`config.mk`:
```
export PLATFORM = sky130hd
export DESIGN_NAME = ufr_apb_uart
export DESIGN_NICKNAME = d
export VERILOG_FILES = /design/src/rtl/ufr_pkg.sv /design/src/rtl/ufr_rx_fifo.sv /design/src/rtl/ufr_tx_slot.sv /design/src/rtl/ufr_apb_uart.sv
export SDC_FILE = /design/constraint.sdc
export NUM_CORES = 1
export LEC_CHECK = 0
export BUFFER_PORTS_ARGS = -buffer_cell sky130_fd_sc_hd__buf_2
export CAP_MARGIN = 20
export CORE_AREA = 8 8 134 136
export CTS_BUF_LIST = sky130_fd_sc_hd__clkbuf_16
export DETAILED_ROUTE_END_ITERATION = 7
export DIE_AREA = 0 0 142 144
export HOLD_SLACK_MARGIN = 0.08
export PLACE_DENSITY = 0.75
export SLEW_MARGIN = 20
export SYNTH_ARGS = -nofsm -noshare
export SYNTH_HDL_FRONTEND = slang
export SYNTH_HIERARCHICAL = 1
export SYNTH_SLANG_ARGS = --single-unit
```
`constraint.sdc`:
```
create_clock -name clk -period 3.6 [get_ports clk]
set_clock_uncertainty 0.05 [all_clocks]
set_input_delay 0.36 -clock clk [delete_from_list [all_inputs] [get_ports clk]]
set_output_delay 0.36 -clock clk [all_outputs]
set_load 0.01 [all_outputs]
```
`src/rtl/ufr_pkg.sv`:
```
package ufr_pkg;

    localparam int unsigned WORD_W = 32;
    localparam int unsigned OFS_W  = 5;

    // register offsets
    localparam logic [OFS_W-1:0] OFS_DATA   = 5'h00;
    localparam logic [OFS_W-1:0] OFS_DATA_B = 5'h03;
    localparam logic [OFS_W-1:0] OFS_STAT   = 5'h04;
    localparam logic [OFS_W-1:0] OFS_CTRL   = 5'h08;
    localparam logic [OFS_W-1:0] OFS_SCALE  = 5'h0C;
    localparam logic [OFS_W-1:0] OFS_DBG    = 5'h10;

    // control bits that act
    localparam int unsigned CB_RX_ON  = 0;
    localparam int unsigned CB_TX_ON  = 1;
    localparam int unsigned CB_RX_IRQ = 2;
    localparam int unsigned CB_TX_IRQ = 3;

    // status bits
    localparam int unsigned SB_HAVE_BYTE = 0;
    localparam int unsigned SB_SHIFT_MT  = 1;
    localparam int unsigned SB_TXQ_MT    = 2;
    localparam int unsigned SB_RXQ_HALF  = 8;
    localparam int unsigned SB_TXQ_FULL  = 9;
    localparam int unsigned SB_RXQ_FULL  = 10;

endpackage

```
`src/rtl/ufr_rx_fifo.sv`:
```
module ufr_rx_fifo #(
    parameter  int unsigned DEPTH = 16,
    localparam int unsigned PW    = (DEPTH > 1) ? $clog2(DEPTH) : 1,
    localparam int unsigned CW    = $clog2(DEPTH + 1)
) (
    input  logic          clk,
    input  logic          rst_n,
    input  logic          push,
    input  logic [7:0]    push_byte,
    input  logic          pop,
    output logic [7:0]    head,
    output logic [CW-1:0] count
);

    typedef struct packed {
        logic [DEPTH-1:0][7:0] mem;
        logic [PW-1:0]         wp;
        logic [PW-1:0]         rp;
        logic [CW-1:0]         cnt;
    } fifo_t;

    fifo_t fifo_d, fifo_q;

    always_comb begin
        fifo_d = fifo_q;
        if (push) begin
            fifo_d.mem[fifo_q.wp] = push_byte;
            fifo_d.wp = (fifo_q.wp == PW'(DEPTH - 1)) ? '0 : fifo_q.wp + PW'(1);
        end
        if (pop) begin
            fifo_d.rp = (fifo_q.rp == PW'(DEPTH - 1)) ? '0 : fifo_q.rp + PW'(1);
        end
        case ({push, pop})
            2'b10:   fifo_d.cnt = fifo_q.cnt + CW'(1);
            2'b01:   fifo_d.cnt = fifo_q.cnt - CW'(1);
            default: fifo_d.cnt = fifo_q.cnt;
        endcase
    end

    always_ff @(posedge clk) begin
        if (!rst_n) fifo_q <= '0;
        else        fifo_q <= fifo_d;
    end

    assign head  = fifo_q.mem[fifo_q.rp];
    assign count = fifo_q.cnt;

endmodule

```
`src/rtl/ufr_tx_slot.sv`:
```
module ufr_tx_slot (
    input  logic       clk,
    input  logic       rst_n,
    input  logic       load,
    input  logic [7:0] load_byte,
    input  logic       out_ready,
    output logic       out_valid,
    output logic [7:0] out_byte
);

    typedef struct packed {
        logic       full;
        logic [7:0] dat;
    } slot_t;

    slot_t slot_d, slot_q;

    always_comb begin
        slot_d = slot_q;
        if (slot_q.full && out_ready) slot_d.full = 1'b0;
        if (load) begin
            slot_d.full = 1'b1;
            slot_d.dat  = load_byte;
        end
    end

    always_ff @(posedge clk) begin
        if (!rst_n) slot_q <= '0;
        else        slot_q <= slot_d;
    end

    assign out_valid = slot_q.full;
    assign out_byte  = slot_q.dat;

endmodule

```
`src/rtl/ufr_apb_uart.sv`:
```
module ufr_apb_uart
    import ufr_pkg::*;
#(
    parameter  int unsigned RX_DEPTH = 16,
    localparam int unsigned CW       = $clog2(RX_DEPTH + 1)
) (
    input  logic        clk,
    input  logic        rst_n,
    input  logic        psel,
    input  logic        penable,
    input  logic        pwrite,
    input  logic [4:0]  paddr,
    input  logic [31:0] pwdata,
    output logic [31:0] prdata,
    output logic        pready,
    input  logic [7:0]  rx_data,
    input  logic        rx_valid,
    output logic        rx_ready,
    output logic [7:0]  tx_data,
    output logic        tx_valid,
    input  logic        tx_ready,
    output logic        irq
);

    typedef struct packed {
        logic [WORD_W-1:0] ctrl;
        logic              irq;
    } top_t;

    top_t top_d, top_q;

    logic              acc, rd_acc, wr_acc, hit_data;
    logic              rx_take, rx_pop, tx_load;
    logic              rx_empty, rx_full;
    logic [7:0]        rx_head;
    logic [CW-1:0]     rx_count;
    logic [WORD_W-1:0] ctrl_now;
    logic [WORD_W-1:0] stat;
    logic [WORD_W-1:0] rd_mux;

    assign ctrl_now = top_q.ctrl;
    assign acc      = psel & penable;
    assign rd_acc   = acc & ~pwrite;
    assign wr_acc   = acc & pwrite;
    assign hit_data = (paddr == OFS_DATA) || (paddr == OFS_DATA_B);

    assign rx_empty = (rx_count == '0);
    assign rx_full  = (rx_count == CW'(RX_DEPTH));
    assign rx_ready = ctrl_now[CB_RX_ON] & ~rx_full;
    assign rx_take  = rx_valid & rx_ready;
    assign rx_pop   = rd_acc & hit_data & ~rx_empty;
    assign tx_load  = wr_acc & hit_data & ctrl_now[CB_TX_ON] & ~tx_valid;

    ufr_rx_fifo #(.DEPTH(RX_DEPTH)) u_rxq (
        .clk       (clk),
        .rst_n     (rst_n),
        .push      (rx_take),
        .push_byte (rx_data),
        .pop       (rx_pop),
        .head      (rx_head),
        .count     (rx_count)
    );

    ufr_tx_slot u_txs (
        .clk       (clk),
        .rst_n     (rst_n),
        .load      (tx_load),
        .load_byte (pwdata[7:0]),
        .out_ready (tx_ready),
        .out_valid (tx_valid),
        .out_byte  (tx_data)
    );

    always_comb begin
        stat               = '0;
        stat[SB_HAVE_BYTE] = ~rx_empty;
        stat[SB_SHIFT_MT]  = ~tx_valid;
        stat[SB_TXQ_MT]    = ~tx_valid;
        stat[SB_TXQ_FULL]  = tx_valid;
        stat[SB_RXQ_HALF]  = (rx_count >= CW'(RX_DEPTH / 2));
        stat[SB_RXQ_FULL]  = rx_full;
    end

    always_comb begin
        case (paddr)
            OFS_DATA, OFS_DATA_B: rd_mux = {24'b0, rx_empty ? 8'h00 : rx_head};
            OFS_STAT:             rd_mux = stat;
            OFS_CTRL:             rd_mux = ctrl_now;
            OFS_SCALE, OFS_DBG:   rd_mux = '0;
            default:              rd_mux = '0;
        endcase
    end

    assign prdata = (psel && !pwrite) ? rd_mux : '0;
    assign pready = 1'b1;

    always_comb begin
        top_d = top_q;
        if (wr_acc && paddr == OFS_CTRL) top_d.ctrl = pwdata;
        top_d.irq = (rx_take & ctrl_now[CB_RX_IRQ]) | (tx_load & ctrl_now[CB_TX_IRQ]);
    end

    always_ff @(posedge clk) begin
        if (!rst_n) top_q <= '0;
        else        top_q <= top_d;
    end

    assign irq = top_q.irq;

endmodule

```
After elaboration in Yosys (flattened, before gate mapping)
Cells that the tools add are included.
{"block": "totals", "regBits": 183, "inputBits": 52, "output_inout_bits": 44}
{"block": "classes", "addsub": 4, "magnitude_cmp": 4, "eq_ne": 8, "n_mux": 13, "bitwise": 17, "n_reduce_logical": 11}
{"op": "bitwise mux 128 bit", "count": 1}
{"op": "one-hot mux 32 bit (3 select lines)", "count": 1}
{"op": "binary-select mux 8 bit (select 4 bit)", "count": 1}
{"op": "demux 8 bit (select 4 bit)", "count": 1}
{"op": "two-way mux 32 bit", "count": 1}
{"op": "two-way mux 8 bit", "count": 3}
{"op": "bitwise AND 1 bit", "count": 12}
{"op": "zero test 5 bit", "count": 2}
{"op": "< comparator 4 x 5 -> 1 bit (second input constant)", "count": 2}
{"op": "one-hot mux 5 bit (2 select lines)", "count": 1}
{"op": "two-way mux 9 bit", "count": 1}
{"op": "adder 4 x 1 -> 4 bit (second input constant)", "count": 2}
{"op": "equality test 4 bit (second input constant)", "count": 2}
{"op": "two-way mux 4 bit", "count": 2}
{"op": "adder 5 x 1 -> 5 bit (second input constant)", "count": 1}
{"op": "equality test 5 x 2 -> 1 bit (second input constant)", "count": 1}
{"op": "equality test 5 x 3 -> 1 bit (second input constant)", "count": 1}
{"op": "equality test 5 x 4 -> 1 bit (second input constant)", "count": 1}
{"op": "equality test 5 bit (second input constant)", "count": 1}
{"op": ">= comparator 5 x 4 -> 1 bit (second input constant)", "count": 1}
{"op": "subtractor 5 x 1 -> 5 bit (second input constant)", "count": 1}
{"op": ">= comparator 4 x 1 -> 1 bit (second input constant)", "count": 1}
{"op": "logical AND 1 bit", "count": 4}
{"op": "inverter 1 bit", "count": 4}
{"op": "other kinds (8)", "count": 9}

Depth between registers and ports, before layout
Gate-level depths: netlist of the first run.
{"block": "logic_depth", "word_depth": 7, "ltp_mapped": 13, "mapped_depth_nobuf": 11}

Hierarchy
Netlist of the first run, hierarchy kept.
{"mod": "ufr_rx_fifo", "instances": 1, "cells_each": 762, "area_each_um2": 6498.7}
{"mod": "ufr_apb_uart", "instances": 1, "cells_each": 218, "area_each_um2": 1729.2}
{"mod": "ufr_tx_slot", "instances": 1, "cells_each": 28, "area_each_um2": 335.3}

Worst setup path before layout of the first run
No wires, ideal clock.
{"block": "synth_path", "path_kind": "flip-flop to flip-flop", "start": "register u_rxq.fifo_q, in the netlist u_rxq/count[1]", "end": "register u_rxq.fifo_q, in the netlist u_rxq/count[4]", "t_arrival_ns": 2.748, "setup_slack_ns": 0.732, "stages_incl_launch_ff": 13, "n_path_buf": 2, "synth_period_minus_slack_ns": 2.868, "cell_sequence": "dfxtp_1 -> buf_4 -> nor4_4 -> a211oi_4 -> and3_1 -> ha_1 -> buf_2 -> xor2_1 -> ha_1 -> o21ai_0 -> a21oi_1 -> or4_1 -> a21boi_1"}
{"block": "synth_via", "word_cells_on_any_way": 13}
{"element": "start, declared", "line": "ufr_rx_fifo.sv:22", "text": "fifo_t fifo_d, fifo_q;"}
{"element": "start signal, assigned", "line": "ufr_rx_fifo.sv:42", "text": "else fifo_q <= fifo_d;"}
{"element": "zero test 5 bit (*)", "line": "ufr_apb_uart.sv:47", "text": "assign rx_empty = (rx_count == '0);"}
{"element": "inverter 1 bit (*)", "line": "ufr_apb_uart.sv:51", "text": "assign rx_pop = rd_acc & hit_data & ~rx_empty;"}
{"element": "bitwise AND 1 bit (*)", "line": "ufr_apb_uart.sv:51"}
{"element": "named net rx_pop", "line": "ufr_apb_uart.sv:33", "text": "logic rx_take, rx_pop, tx_load;"}
{"element": "equality test 2 x 1 -> 1 bit / equality test 2 bit (equally long branches)", "line": "ufr_rx_fifo.sv:33", "text": "case ({push, pop})"}
{"element": "one-hot mux 5 bit (2 select lines) / nonzero test 2 bit (equally long branches)"}
The timed path passes the listed nets; every way through them passes the cells marked *.
A chain may end at the register's enable or synchronous reset.

Final worst setup path of the first run
{"block": "layout_path", "start": "register u_rxq/fifo_q[5] (netlist name)", "end": "output prdata[5]"}
{"block": "layout_via", "elab_chain_len": 5}
{"element": "binary-select mux 8 bit (select 4 bit)", "line": "ufr_rx_fifo.sv:45", "text": "assign head = fifo_q.mem[fifo_q.rp];"}
{"element": "two-way mux 8 bit (not written as such)", "line": "ufr_rx_fifo.sv:45"}
{"element": "named net rx_head[5]", "line": "ufr_apb_uart.sv:35", "text": "logic [7:0] rx_head;"}
{"element": "two-way mux 8 bit", "line": "ufr_apb_uart.sv:86", "text": "OFS_DATA, OFS_DATA_B: rd_mux = {24'b0, rx_empty ? 8'h00 : rx_head};"}
{"element": "one-hot mux 32 bit (3 select lines)", "line": "ufr_apb_uart.sv:85", "text": "case (paddr)"}
{"element": "two-way mux 32 bit", "line": "ufr_apb_uart.sv:94", "text": "assign prdata = (psel && !pwrite) ? rd_mux : '0;"}
{"element": "end, declared", "line": "ufr_apb_uart.sv:14", "text": "output logic [31:0] prdata,"}
The timed path passes the listed nets, and every way through them passes these cells. The select of a mux whose other input is x is not followed.

==> impl_metrics.ini, run 1 <==
[synth]
synth-seq-area-share_pct = 42.78
post-synth-top-count-cell = nand2_1
ys_async_sr_fraction_pct = 0
synthTopCellsByArea = dfxtp_1 (43%), nand2_1 (15%), a21oi_1 (8.1%)
synth_cell_types = 59
synth_cells = 1008
syn_area_per_cell_sq_um = 8.495
syn_area_sq_um = 8563
synth.top_cell.area_share_pct = 42.78
synthTopCellsByCount = nand2_1 (344), dfxtp_1 (183), a21oi_1 (139), clkbuf_1 (45), buf_2 (27)
ys_ff_latch = 183
syn-num-nets = 1069
synth_top_cell_by_area = dfxtp_1
synth_edf_count = 0
dominantRegCellSynth = dfxtp_1
yosysWarnings = 6

[clock_tree]
clkLatencyLatePin_ns = 0.43
cts_tree = done
root_buffer = clkbuf_16
htreeDepth = 4
cts_sinks = 183
clkTransAtPathRegs_ns = 0.07
post_cts_buffers = 0
cts_buffer_depth = 2
ctsHoldBuffers = 0
cts_resized = 0
cts_made_buffers = 17

[critical_path]
cp_max_fo = 23
regToRegStartpoint = u_rxq/count[1]
reg2reg_setup_slack_ns = 0.68
crit_path_max_incr_delay_ns = 0.64
endpoint = prdata[5]
crit_buf_inv = 2
crit_arrival_ns = 2.79
timing.rr.end = u_rxq/count[4]
worstPathRequired_ns = 3.19
startpoint = u_rxq/fifo_q[5]
cp.depth = 7
cp-end-kind = output pin
crit_chain = buf_12, mux4_1, mux2i_1, a21oi_1, a22oi_1, nor2_1, buf_2
worstSetupPathType = reg -> out
crit_family = multiplexers
reg2regPathDepth = 10
slowest_stage = dfxtp_2
cp-start-kind = flip-flop

[detailed_routing]
post_drt_wl_per_cell_um = 17.68
wirelength_um = 22580
dr.pass1.iters = 6
viasPerCell = 5.593
drt_iter0_markers = 510
vias = 7142
antenna_left = 0
drc = 0

[floorplanning]
die_h_um = 144
ios = 96
dieArea_sq_um = 20450
core_sq_um = 16050
initial_core_util_pct = 53.34
die_w_um = 142
num_rows = 47

[timing]
fmax_mhz = 312.6
finalHoldViolations = 0
finalCritPeriodShare_pct = 88.87
slew_headroom_pct = 51.29
rsz0062_at_grt = false
report.final.slew_viol_count = 0
fin_crit_ns = 3.199
setup_violations = 0
worst_pin_slew_ns = 0.7296
tns_ns = 0

[place]
port_buffers = 94
place_area_sq_um = 8964
place_congestion = 0.8611
hpwl_um = 15150

[grt]
first_global_vias = 6656
grt_overflow = 0
grt_max_degree = 91
grt_usage_pct = 22.09
antenna_found_initial = 0
grt_pass1_wl_um = 35470

[finish]
drive_above_1_share_pct = 15.04
synthToLayoutAreaGrowth_pct = 11.53
antenna_cells = 0
finalInstanceArea_sq_um = 9550
nets = 1105

[power_and_ir_drop]
p_per_area_nw_per_um2 = 420.2
total_leakage_power_nw = 3.501
vdd_ir_drop_max_mv = 0.3506

[run]
cap_violations = 0

[min_path]
min_from = pwdata[26]
hold_class = in -> reg

[run_status]
status = finished clean
[cells in the final DEF (no fill, tap or decap), types with 2 or more instances in the layout]
master,Yosys,layout
o21ai_0,5,5
clkinvlp_4,0,3
mux4_2,10,10
buf_2,27,94
and3b_1,3,3
ha_1,9,9
a21oi_1,139,139
nand3_1,2,2
nand2_1,344,344
a21boi_0,21,21
and2_1,19,19
nor2_1,17,17
mux2i_1,19,19
clkinv_1,0,2
clkbuf_16,0,17
a21o_1,2,2
mux4_1,22,22
bufinv_16,0,3
a311oi_1,3,3
nand2b_1,2,2
xor2_1,7,7
a211oi_1,10,10
or3_1,2,2
nor2b_1,19,19
dfxtp_1,183,182
buf_4,10,11
a22oi_1,6,6
inv_1,5,6
and4b_1,2,2
clkinv_2,0,5
a21boi_1,16,16
and3_1,25,25
buf_12,2,2
[logic make-up after synthesis]
family	count (synthesis)	synth area share [%]
other cells	1	0.04379
fa+ha+maj	9	1.315
compound gates	215	15.14
simple gates	446	22.65
buf+inv	96	5.757
flops	183	42.78
mux	51	11.60
xor+xnor	7	0.7160
[worst min-delay path by stage]
stage                       end  slack, ns  depth (start not counted)
2_1_floorplan  u_rxq/fifo_q[56]       0.38                          2
3_3_place_gp       ctrl_now[30]       0.39                          2
3_5_place_dp       ctrl_now[15]       0.39                          2
4_1_cts            ctrl_now[26]       0.10                          3
5_1_grt             ctrl_now[9]       0.12                          3
6_report           ctrl_now[26]       0.11                          3
[area by class of cell]
| class | instances | area (sq um) |
|---|---|---|
| fill | 1428 | 6504 |
| multi-input combinational | 729 | 4407 |
| sequential | 183 | 3665 |
| timing repair buffer | 107 | 593.1 |
| clock buffer | 17 | 425.4 |
| tap | 220 | 275.3 |
| clock inverter | 15 | 161.4 |
| inverter | 6 | 23.77 |
[flip-flops by register name, summed over array words and instances, names as in the netlist]
register and cells:
ctrl_now 32, u_rxq/fifo_q 136, u_txs/out_valid 1, u_rxq/count 5
u_txs/out_byte 8, irq 1
[power by group]
part	internal, W	switching (W)
logic	0.0000370	0.0000842
registers	0.00202	0.000000513
clock network	0.00108	0.000785
total	0.00314	0.000870
[routing by layer]
layer  GRT usage, %  wire length (um)  vias up
met3          5.018              1675       44
met1          26.92              9477     3353
li1               -                 -     3478
met4          9.610               714        0
met5              0                 0        -
met2          36.85             10710      267
[tightest hold or removal path, stage by stage]
cell and delay (ns):
buf_2 0.09, nand2_1 0.04, a21boi_1 0.05
[through the flow]
step	util (%)	setup WS (ns)	hold slack, ns	power, W	std cells
after floorplan	-	0.7315	0.3805	0.002137	1008
after global placement	55.83	0.6253	0.3862	0.002192	1245
after detailed placement	55.83	0.5787	0.3905	0.002191	1245
after CTS	59.49	0.3813	0.1017	0.004032	1277
after global routing	59.49	0.2556	0.1238	0.004122	1277
final	59.49	0.4005	0.1115	0.004013	1277
Note: power is estimated with default switching activity, not from simulation.
==> run 2: changes to the inputs <==
--- a/config.mk
+++ b/config.mk
@@ -12,8 +12,8 @@
 export DETAILED_ROUTE_END_ITERATION = 7
 export DIE_AREA = 0 0 142 144
 export HOLD_SLACK_MARGIN = 0.08
-export PLACE_DENSITY = 0.75
-export SLEW_MARGIN = 20
+export PLACE_DENSITY = 0.82
+export SKIP_CTS_REPAIR_TIMING = 1
 export SYNTH_ARGS = -nofsm -noshare
 export SYNTH_HDL_FRONTEND = slang
 export SYNTH_HIERARCHICAL = 1
==> impl_metrics.ini, run 2 (synthesis gave the netlist of run 1 again) <==
[place]
place_congestion = 0.8877
port_buffers = 94
hpwl_um = 15220

[critical_path]
cp_max_fo = 12
reg2reg_setup_slack_ns = 0.66
crit_arrival_ns = 2.84
worstPathRequired_ns = 3.19
regToRegStartpoint = u_rxq/count[1]
startpoint = u_rxq/fifo_q[7]
cp-start-kind = flip-flop
worstSetupPathType = reg -> out
cp-end-kind = output pin

[clock_tree]
clkTransAtPathRegs_ns = 0.07
cts_tree = done
htreeDepth = 4
cts_made_buffers = 17
clkLatencyLatePin_ns = 0.44
cts_buffer_depth = 2
cts_sinks = 183
root_buffer = clkbuf_16

[finish]
drive_above_1_share_pct = 15.06
nets = 1105
filler_cell_count = 1378
antenna_cells = 0
top_register = u_rxq/fifo_q
final_common_cell = nand2_1
mostFrequentLayoutCells = nand2_1 (344), dfxtp_1 (182), a21oi_1 (139)
largest_reg_flops = 136
synthToLayoutAreaGrowth_pct = 11.38

[power_and_ir_drop]
total_power_w = 0.004009
vdd_ir_drop_max_mv = 0.3330
total_leakage_power_nw = 3.499
p_per_area_nw_per_um2 = 420.3

[detailed_routing]
top_layer_used = met4
antenna_left = 0
route.met3.wl_um = 2170
vias = 7338
post_drt_wl_per_cell_um = 17.60
wirelength_um = 22460
dr.pass1.iters = 6
drc = 0
drt_iter0_markers = 664
viasPerCell = 5.751
wl_met1_um = 9097
wl_met2_um = 10490

[grt]
grt_overflow = 0
antenna_found_initial = 0
grt_pass1_wl_um = 35360
first_global_vias = 6948
grt_max_degree = 103
grt_usage_pct = 21.86

[timing]
worst_pin_slew_ns = 0.8226
holdWs_ns = 0.1030
fin_crit_ns = 3.251
fmax_mhz = 307.6
finalCritPeriodShare_pct = 90.30
setup_violations = 0
slew_headroom_pct = 45.08
rsz0062_at_grt = false
report.final.slew_viol_count = 0
finalHoldViolations = 0
tns_ns = 0

[floorplanning]
ios = 96
dieArea_sq_um = 20450
initial_core_util_pct = 53.34
num_rows = 47
die_h_um = 144
die_w_um = 142
core_sq_um = 16050

[run]
cap_violations = 0

[min_path]
hold_class = in -> reg
min_from = pwdata[20]

[run_status]
status = finished clean
-- run 2: cell count changes in the layout (fill, tap and decap cells not counted) --
cell and change:
bufinv_16 -1, clkinv_4 +1, inv_6 +3, buf_4 +1
clkinvlp_4 -2, clkinv_2 -4, inv_1 -1, inv_8 +3
buf_12 -1
-- run 2: area by class of cell --
class	instances	area, sq um	area share (%)
flip-flops and latches	183	3665	38.42
clock buffers	17	425.4	4.460
multi-input cells	729	4407	46.20
inverters	6	23.77	0.2492
repair buffers	107	580.6	6.087
clock inverters	14	161.4	1.692
well taps	220	275.3	2.886
-- run 2: layer usage --
| metal | track usage, % | up-vias |
|---|---|---|
| li1 | - | 3478 |
| met1 | 26.79 | 3459 |
| met2 | 35.34 | 356 |
| met3 | 5.612 | 45 |
| met4 | 10.51 | 0 |
| met5 | 0 | - |
-- run 2: metrics by stage --
| step | setup slack (ns) | cells | util, % | cell area [sq um] |
|---|---|---|---|---|
| after CTS | 0.3970 | 1276 | 59.41 | 9538 |
| after floorplan | 0.7315 | 1008 | - | 8563 |
| after detailed placement | 0.5531 | 1245 | 55.76 | 8951 |
| after global placement | 0.5976 | 1245 | 55.76 | 8951 |
| after global routing | 0.1987 | 1276 | 59.41 | 9538 |
| final | 0.3493 | 1276 | 59.41 | 9538 |
-- run 2: final timing paths --
| kind | to | depth (start not counted) |
|---|---|---|
| hold reg to reg | ctrl_now[26] | 2 |
| setup / recovery | prdata[3] | 8 |
| hold / removal | ctrl_now[20] | 3 |
| setup reg to reg | u_rxq/count[4] | 10 |
-- run 2: critical path, cell delays in order, from the launching register on --
cell	delay, ns
dfxtp_1	0.69
buf_4	0.31
mux4_1	0.30
nor2b_1	0.15
a211oi_1	0.42
a21oi_1	0.11
a22oi_1	0.21
nor2_1	0.06
buf_2	0.16
-- run 2: where the power goes --
part           internal, W  leakage (nW)  switching (W)
sequential         0.00202          1.47    0.000000591
combinational    0.0000370          1.74      0.0000839
clock              0.00104         0.286       0.000825
total              0.00310          3.50       0.000910
==> run 3: changes to the inputs <==
--- a/config.mk
+++ b/config.mk
@@ -8,7 +8,7 @@
 export BUFFER_PORTS_ARGS = -buffer_cell sky130_fd_sc_hd__buf_2
 export CAP_MARGIN = 20
 export CORE_AREA = 8 8 134 136
-export CTS_BUF_LIST = sky130_fd_sc_hd__clkbuf_16
+export CTS_BUF_LIST = sky130_fd_sc_hd__clkbuf_2
 export DETAILED_ROUTE_END_ITERATION = 7
 export DIE_AREA = 0 0 142 144
 export HOLD_SLACK_MARGIN = 0.08
==> impl_metrics.ini, run 3 (synthesis gave the netlist of run 1 again) <==
[run_status]
status = finished clean

[timing]
report.final.slew_viol_count = 0
setup_violations = 0
fmax_mhz = 290.6
slew_headroom_pct = 51.35
fin_crit_ns = 3.442
worst_pin_slew_ns = 0.7291
finalHoldViolations = 0
timing.final.ws_setup_ns = 0.1585
rsz0062_at_grt = false
finalCritPeriodShare_pct = 95.60

[finish]
finalInstanceArea_sq_um = 9844
largest_reg_flops = 136
antenna_cells = 0
stdcell_count = 1339
drive_above_1_share_pct = 14.48
final_common_cell = nand2_1
final_util_pct = 61.32
mostFrequentLayoutCells = nand2_1 (344), dfxtp_1 (180), a21oi_1 (139)
synthToLayoutAreaGrowth_pct = 14.96
nets = 1168
top_register = u_rxq/fifo_q

[detailed_routing]
dr.pass1.iters = 6
vias = 7672
drt_iter0_markers = 664
antenna_left = 0
wirelength_um = 23910
viasPerCell = 5.730
drc = 0
post_drt_wl_per_cell_um = 17.86

[grt]
grt_overflow = 0
first_global_vias = 6865
grt_max_degree = 103
antenna_found_initial = 0
grt_pass1_wl_um = 34710
grt_usage_pct = 21.45

[clock_tree]
cts_sinks = 183
clkLatencyLatePin_ns = 0.78
cts_made_buffers = 17
cts_buffer_depth = 2
root_buffer = clkbuf_2
clkTransAtPathRegs_ns = 0.26
cts_tree = done
htreeDepth = 4

[critical_path]
reg2regPathDepth = 10
crit_arrival_ns = 3.03
reg2reg_setup_slack_ns = 0.67
cp_max_fo = 13
regToRegStartpoint = u_rxq/count[1]
cp-start-kind = flip-flop
cp-end-kind = output pin
worstSetupPathType = reg -> out
timing.rr.end = u_rxq/count[4]
worstPathRequired_ns = 3.19

[floorplanning]
die_w_um = 142
num_rows = 47
core_sq_um = 16050
dieArea_sq_um = 20450
initial_core_util_pct = 53.34
ios = 96
die_h_um = 144

[place]
place_ws_ns = 0.5531
port_buffers = 94
hpwl_um = 15220
post-place-cells = 1245
place_congestion = 0.8877
place_area_sq_um = 8951

[min_path]
hold_depth = 4
hold_class = in -> reg
min_from = penable
hold_end = u_rxq/fifo_q[6]

[power_and_ir_drop]
vdd_ir_drop_max_mv = 0.1661
total_leakage_power_nw = 3.682
p_per_area_nw_per_um2 = 332.6

[run]
cap_violations = 0
## run 3: cell count changes in the layout (fill, tap and decap cells not counted)
cell | previous run | this run
dlygate4sd3_1 | 0 | 63
clkbuf_16 | 17 | 0
clkbuf_2 | 0 | 17
dfxtp_1 | 182 | 180
dfxtp_4 | 0 | 2
a211oi_1 | 10 | 9
a211oi_2 | 0 | 1
buf_4 | 12 | 11
buf_6 | 0 | 1
## run 3: stage by stage
step	hold slack (ns)	TNS (ns)	power, W
floorplan	0.3805	0	0.002137
global placement	0.3863	0	0.002189
detailed placement	0.3928	0	0.002189
CTS	-0.3064	-0.02626	0.003253
global route	0.09037	0	0.003402
finish	0.1588	0	0.003275
## run 3: worst max-delay path, stage by stage, from the launching register on
cell      delay, ns
dfxtp_4        0.53
buf_4          0.26
mux4_2         0.52
nor2b_1        0.14
a211oi_1       0.36
a21oi_1        0.11
nand2_1        0.10
a31oi_1        0.08
buf_2          0.17
## run 3: how the worst max path moves through the flow
| stage | startpoint | to | slack [ns] |
|---|---|---|---|
| floorplan | u_rxq/count[1] | u_rxq/count[4] | 0.73 |
| global placement | paddr[4] | u_rxq/count[4] | 0.60 |
| detailed placement | paddr[4] | u_rxq/count[4] | 0.55 |
| CTS | u_rxq/fifo_q[7] | prdata[7] | -0.01 |
| global route | u_rxq/fifo_q[5] | prdata[2] | 0.01 |
| finish | u_rxq/fifo_q[5] | prdata[2] | 0.16 |
## run 3: metal layers
layer / vias to the layer above / global-route usage, % / wire [um]
met5: - / 0 / 0
met4: 0 / 9.158 / 748
met3: 51 / 6.801 / 2197
met2: 375 / 34.84 / 11310
met1: 3653 / 25.76 / 9662
li1: 3593 / - / -
## run 3: cell type report
class                           instances  area, sq um
Clock buffer                           17        85.08
Clock inverter                         14        161.4
Fill cell                            1297         6210
Inverter                                6        23.77
Multi-Input combinational cell        729         4412
Sequential cell                       183         3672
Tap cell                              220        275.3
Timing Repair Buffer                  170         1215
## run 3: power by group
| part | internal, W | switching, W | leakage [nW] |
|---|---|---|---|
| logic | 0.0000682 | 0.0000938 | 2.06 |
| registers | 0.00203 | 0.000000663 | 1.48 |
| clock network | 0.000337 | 0.000742 | 0.147 |
| total | 0.00244 | 0.000836 | 3.68 |
